--- src/rtl/wake_sleep_ctrl.sv ---
module wake_sleep_ctrl #(
  parameter int TIMEOUT_CYC = 1000,
  parameter int WDOG_CYC    = 100000
) (
  input  logic       clk,
  input  logic       rst_n,
  input  logic       wake_i,
  input  logic       tok_start_i,
  input  logic       tok_legal_i,
  input  logic       tok_illegal_i,
  input  logic       cmd_flag_i,
  input  logic       cmd_last_i,
  input  logic       cmd_busy_i,
  input  logic       cmd_done_i,
  output logic       awake_o,
  output logic       sleep_o,
  output logic [1:0] sleep_why_o,
  output logic       status_req_o
);

  localparam int IOW = (TIMEOUT_CYC > 1) ? $clog2(TIMEOUT_CYC) : 1;
  localparam int WDW = (WDOG_CYC > 1) ? $clog2(WDOG_CYC) : 1;
  localparam logic [IOW-1:0] IO_LAST = IOW'(TIMEOUT_CYC - 1);
  localparam logic [WDW-1:0] WD_LAST = WDW'(WDOG_CYC - 1);

  localparam logic [1:0] WHY_IO   = 2'b01;
  localparam logic [1:0] WHY_WDOG = 2'b10;
  localparam logic [1:0] WHY_DONE = 2'b11;

  logic           awake_q, exec_q, sleep_q, stat_q;
  logic [1:0]     why_q;
  logic [IOW-1:0] io_cnt;
  logic [WDW-1:0] wd_cnt;

  logic       restart, io_run, io_hit, wd_hit, done_hit, go_sleep;
  logic [1:0] why_d;

  assign restart  = (tok_start_i | tok_legal_i | cmd_flag_i | cmd_last_i) & ~tok_illegal_i;
  assign io_run   = awake_q & ~exec_q & ~cmd_busy_i;
  assign io_hit   = io_run & ~restart & (io_cnt == IO_LAST);
  assign wd_hit   = awake_q & (wd_cnt == WD_LAST);
  assign done_hit = awake_q & cmd_done_i;
  assign go_sleep = wd_hit | done_hit | io_hit;
  assign why_d    = wd_hit ? WHY_WDOG : (done_hit ? WHY_DONE : WHY_IO);

  always_ff @(posedge clk) begin
    if (!rst_n) begin
      awake_q <= 1'b0;
      exec_q  <= 1'b0;
      sleep_q <= 1'b0;
      stat_q  <= 1'b0;
      why_q   <= 2'b00;
      io_cnt  <= '0;
      wd_cnt  <= '0;
    end else begin
      sleep_q <= 1'b0;
      stat_q  <= 1'b0;
      why_q   <= 2'b00;
      if (!awake_q) begin
        if (wake_i) begin
          awake_q <= 1'b1;
          stat_q  <= 1'b1;
          exec_q  <= 1'b0;
          io_cnt  <= '0;
          wd_cnt  <= '0;
        end
      end else if (go_sleep) begin
        awake_q <= 1'b0;
        exec_q  <= 1'b0;
        sleep_q <= 1'b1;
        why_q   <= why_d;
      end else begin
        wd_cnt <= wd_cnt + 1'b1;
        if (cmd_last_i)
          exec_q <= 1'b1;
        if (restart)
          io_cnt <= '0;
        else if (io_run)
          io_cnt <= io_cnt + 1'b1;
      end
    end
  end

  assign awake_o      = awake_q;
  assign sleep_o      = sleep_q;
  assign sleep_why_o  = why_q;
  assign status_req_o = stat_q;

endmodule

--- config.mk ---
export PLATFORM = sky130hd
export DESIGN_NAME = wake_sleep_ctrl
export DESIGN_NICKNAME = d
export VERILOG_FILES = /design/src/rtl/wake_sleep_ctrl.sv
export SDC_FILE = /design/constraint.sdc
export NUM_CORES = 1
export LEC_CHECK = 0
export ABC_CLOCK_PERIOD_IN_PS = 2400
export BUFFER_PORTS_ARGS = -buffer_cell sky130_fd_sc_hd__buf_4
export CAP_MARGIN = 20
export CELL_PAD_IN_SITES_DETAIL_PLACEMENT = 1
export CELL_PAD_IN_SITES_GLOBAL_PLACEMENT = 2
export CORE_MARGIN = 2
export CORE_UTILIZATION = 37
export CTS_BUF_LIST = sky130_fd_sc_hd__clkbuf_4 sky130_fd_sc_hd__clkbuf_8
export DETAILED_ROUTE_END_ITERATION = 12
export GPL_TIMING_DRIVEN = 0
export PLACE_DENSITY = 0.88
export SLEW_MARGIN = 15
export SYNTH_ARGS = -nofsm -noshare
export SYNTH_HDL_FRONTEND = slang
export SYNTH_SLANG_ARGS = --single-unit
--- constraint.sdc ---
create_clock -name clk -period 2.4 [get_ports clk]
set_clock_uncertainty 0.1 [all_clocks]
set_input_delay 0.48 -clock clk [delete_from_list [all_inputs] [get_ports clk]]
set_output_delay 0.48 -clock clk [all_outputs]
set_load 0.02 [all_outputs]
# Word level (Yosys, flattened, before mapping)
# Cells that the tools add are included.
[word_totals] regBits=33 inputBits=10 output_inout_bits=5
[op_classes] add_sub_neg=2 n_eq_ne=5 mux=18 bitwise_logic=19 reduce_logical=8
[ops] cell="$mux 17" n=3
[ops] cell="$mux 10" n=5
[ops] cell="$add 17x1->17 const B" n=1
[ops] cell="$eq 17x17->1 const B" n=1
[ops] cell="$add 10x1->10 const B" n=1
[ops] cell="$eq 10x10->1 const B" n=1
[ops] cell="$mux 1" n=8
[ops] cell="$and 1x1->1" n=7
[ops] cell="$not 1->1" n=7
[ops] cell="$reduce_and 2->1" n=3
[ops] cell="$reduce_and 3->1" n=2
[ops] cell="$or 1x1->1" n=5
[ops] cell="$mux 2" n=2
[ops] cell="$reduce_or 4->1" n=1
[ops] cell="$ne 3x1->1 const B" n=1
[ops] cell="$ne 3x2->1 const B" n=1
[ops] cell="$ne 2x2->1 const B" n=1
[ops] cell="$reduce_bool 2->1" n=1
[ops] cell="$reduce_or 2->1" n=1

# Depth between registers and ports, before layout
[depth] word_depth=10 depth_mapped=8 mapped_depth_nobuf=6

# Worst setup path before layout
# Ideal clock, no wire load.
[synth_timing] path_type="flip-flop to flip-flop" from="register awake_q, in the netlist awake_o" to="register wd_cnt[0]" setup_time_ns=0.116 arrival_time_ns=1.840 required_ns=2.184 path_slack_ns=0.344 stages_incl_launch_ff=9 path_buffers=3 synth_period_minus_slack_ns=2.056 cell_sequence="dfxtp_1 > buf_2 > nor3b_1 > nand4_1 > o22ai_2 > buf_4 > buf_4 > nor4_1 > a31o_2"
[synth_via] elab_chain_len=7
[synth_rtl] item="start, declared" line_no="30" rtl="logic awake_q, exec_q, sleep_q, stat_q;"
[synth_rtl] item="start signal, assigned" line_no="48" rtl="awake_q <= 1'b0;"
[synth_rtl] item="start signal, assigned" line_no="61" rtl="awake_q <= 1'b1;"
[synth_rtl] item="start signal, assigned" line_no="68" rtl="awake_q <= 1'b0;"
[synth_rtl] item="$and 1x1->1 (2 in series)" line_no="39" rtl="assign io_run = awake_q & ~exec_q & ~cmd_busy_i;"
[synth_rtl] item="$and 1x1->1 (2 in series)" line_no="40" rtl="assign io_hit = io_run & ~restart & (io_cnt == IO_LAST);"
[synth_rtl] item="$or 1x1->1" line_no="43" rtl="assign go_sleep = wd_hit | done_hit | io_hit;"
[synth_rtl] item="$ne 2x2->1 (no source line)"
[synth_rtl] item="$reduce_and 2->1 (no source line)"
[synth_rtl] item="end signal, assigned" line_no="73" rtl="wd_cnt <= wd_cnt + 1'b1;"
[synth_rtl] item="end, declared" line_no="33" rtl="logic [WDW-1:0] wd_cnt;"
# Parallel ways exist; a longest one is shown, timed or not.
# A chain may end at the register's enable or synchronous reset.

# Worst setup path after layout
[layout_timing] from="register wd_cnt[0]" to="register wd_cnt[12]"
[layout_via] elab_chain_len=6
[layout_rtl] item="branches (longest 6 deep; another with $add 17x1->17)"
# Parallel ways; which one is timed is not known. The select of a mux whose other input is x is not followed.

==> out/qor.csv <==
metric,value,unit
outcome,finished clean,
largest family of logic cells by synthesized area,simple AND/OR/NAND/NOR gates,
Worst EP arrival,2.39,ns
Setup Viol. Count Final,0,
Worst Path Required,2.52,ns
Cell Pwr Density,535,nW/um^2
Mean Syn Cell Area,8.49,sq um
Max-cap violations,0,
Mapped Cells,213,
worst vdd ir,0.000225,V
pre-CTS setup slack,-0.120,ns
Post-Synth Adder-Cell Area,1.38,%
NetSw,285,uW
drt first pass iters,4,
post-route ant nets,0,
routed vias,1763,
YS warnings,0,
global-route wire length before repair,8.73,mm
Synth top area share,36.5,%
post-route cell area,2110,sq um
most common cell in the synthesized netlist,dfxtp_1,
Setup crit end kind,register,
area of the core,4720,sq um
CTS tree,yes,
Die Y,73.9,um
DRT iter0 DRCs,99,
Sink Count,33,
mux cell area share after synthesis,4.43,%
Netlist cell types,46,
Switching Fraction,25.2,%
placer congestion estimate,0.837,
Hold WS,0.394,ns
Final Net Count,246,
synth-to-layout area growth,16.9,%
TritonCTS buffer count,5,
vias per cell,5.84,
cts hold-fix bufs,0,
Post-synth EDFFs,0,
placed cell area,2000,sq um
WL/cell,17.0,um
DRC Markers,0,
largest net degree at the start of global routing,11,
Max Buffers Root-to-Sink,2,
H-tree depth,2,
antenna diode count,0,
Synth Cell Area,1810,sq um
HPWL after DPL,3.81,mm
post-synthesis compound-gate area fraction,20.8,%
RSZ-0062 raised after global routing,false,
PortBufs,14,
gr usage total,21.0,%
Synth top cells by count,"dfxtp_1, nand3_1, nand2_1",
GR Overflow Total,0,
initial antenna violation count,0,
leading area contributor after synthesis,dfxtp_1,
clock-pin slew on the worst setup and hold paths,0.07,ns
Hold Path Class,register to register,
Crit Path Category,register to register,
Most used DFF post-synth,dfxtp_1,
Final Hold Vio Count,0,
slew at the pin with the worst max-slew slack,0.773,ns
post-synthesis xor/xnor area fraction,0,%
fin. max-slew vios,0,
fin cells,302,
"FFs w/ async S/R, synth",0,%
Flop pwr share,49.3,%
# rows,25,
# Post-CTS Setup Buffers,0,
"critical path fanouts, max",4,
WL final,5.12,mm
Max Clk Rate,442,MHz
Final WS setup,0.139,ns
Die Footprint,5460,sq um
Startpoint Class,register,
vias in the first global route,1767,
Ports,15,
syn_nets,225,
sequential cell area fraction in the yosys report,36.5,%
static leakage,0.748,nW
worst skew pair latency,0.29,ns
Pint,845,uW
simple-gate area share of the yosys netlist,33.9,%
Fin Setup TNS,0,ns
share of layout cells above drive strength 1,15.3,%
root buf cell,clkbuf_8,
Die X,73.9,um
relative max-transition margin,48.3,%
number of synthesized register bits,33,
Filler cells,563,
Area contributors post-synth,"dfxtp_1, nand3_1, mux2i_1, and3_1, a21oi_1",
logic gate share of total power,8.6,%
clock power share,42.1,%
final period utilization,94.2,%
Tmin final,2.26,ns
initial core utilization,38.3,%
Placed Cells,294,
cells in the final DEF (no fill, tap or decap), drive strengths merged, types with 4 or more instances in the layout:
| cell type | Yosys | layout |
|---|---|---|
| nor2 | 12 | 12 |
| nor3 | 4 | 4 |
| o31ai | 4 | 4 |
| o211ai | 5 | 5 |
| clkbuf | 6 | 13 |
| mux2i | 8 | 8 |
| o311ai | 4 | 4 |
| and3 | 12 | 12 |
| buf | 3 | 17 |
| and4 | 4 | 4 |
| a21oi | 13 | 13 |
| o21a | 5 | 5 |
| nor4 | 5 | 5 |
| nand2b | 8 | 8 |
| or4 | 7 | 7 |
| dfxtp | 33 | 33 |
| a31oi | 8 | 8 |
| nand2 | 17 | 17 |
| nand3 | 20 | 20 |
path summary, 6_finish.rpt:
check / endpoint / depth (start not counted) / slack (ns) / startpoint
max: wd_cnt[12]$_SDFFE_PN0P_ / 6 / 0.14 / wd_cnt[0]$_SDFFE_PN0P_
min: io_cnt[9]$_SDFFE_PN0P_ / 1 / 0.39 / io_cnt[9]$_SDFFE_PN0P_
min reg2reg: io_cnt[9]$_SDFFE_PN0P_ / 1 / 0.39 / io_cnt[9]$_SDFFE_PN0P_
max reg2reg: wd_cnt[12]$_SDFFE_PN0P_ / 6 / 0.14 / wd_cnt[0]$_SDFFE_PN0P_
layer usage:
metal,GRT usage (%),wire length [um],part of all wire (%),up-vias
met5,0,0,0,-
met4,7.88,59,1.2,0
met3,3.43,123,2.4,5
met2,33.9,2460,48,20
met1,28.2,2480,48,873
li1,-,-,-,865
sequential cells by signal (all words and copies together) (netlist names):
name / count
awake_o: 1
exec_q: 1
io_cnt: 10
sleep_o: 1
sleep_why_o: 2
status_req_o: 1
wd_cnt: 17
cells by family (layout without fill, tap and decap cells):
logic type / count (synthesis) / count (layout)
AND/OR/NAND/NOR: 106 / 106
buffers and inverters: 12 / 34
AO/OA/AOI/OAI: 52 / 52
multiplexers: 8 / 8
adder cells (fa/ha/maj): 2 / 2
flip-flops: 33 / 33
repair_timing:
item	CTS	global route
gates resized for setup	2	1
pin swaps	0	1
setup endpoints to repair	4	14
power groups by stage:
| stage | Clock, mW | Combinational (mW) | Sequential (mW) |
|---|---|---|---|
| finish | 0.476 | 0.0970 | 0.557 |
| global placement | 0 | 0.0958 | 0.569 |
| detailed placement | 0 | 0.0968 | 0.570 |
| global route | 0.503 | 0.108 | 0.558 |
| CTS | 0.485 | 0.0979 | 0.557 |
| floorplan | 0 | 0.0491 | 0.574 |
per-stage QoR:
| step | utilization, % | power, mW |
|---|---|---|
| after CTS | 44.7 | 1.14 |
| after global routing | 44.8 | 1.17 |
| after detailed placement | 42.3 | 0.666 |
| final | 44.8 | 1.13 |
| after floorplan | - | 0.623 |
| after global placement | 42.3 | 0.665 |
critical path: stages, from the launching register on:
cell,delay (ns)
dfxtp_1,0.39
ha_1,0.26
and4_4,0.28
nand2_2,0.08
or4b_4,0.53
or4_1,0.42
mux2i_1,0.13
cell type report:
cell class / count / area [sq um] / share of cell area, %
tap: 67 / 83.8 / 3.96
multi-input combinational: 168 / 1110 / 52.5
clock buffer: 7 / 96.3 / 4.56
sequential: 33 / 661 / 31.2
buffer: 9 / 42.5 / 2.01
timing repair buffer: 14 / 105 / 4.97
clock inverter: 1 / 5.00 / 0.237
inverter: 3 / 11.3 / 0.533
Power figures use the tool's default switching activity.
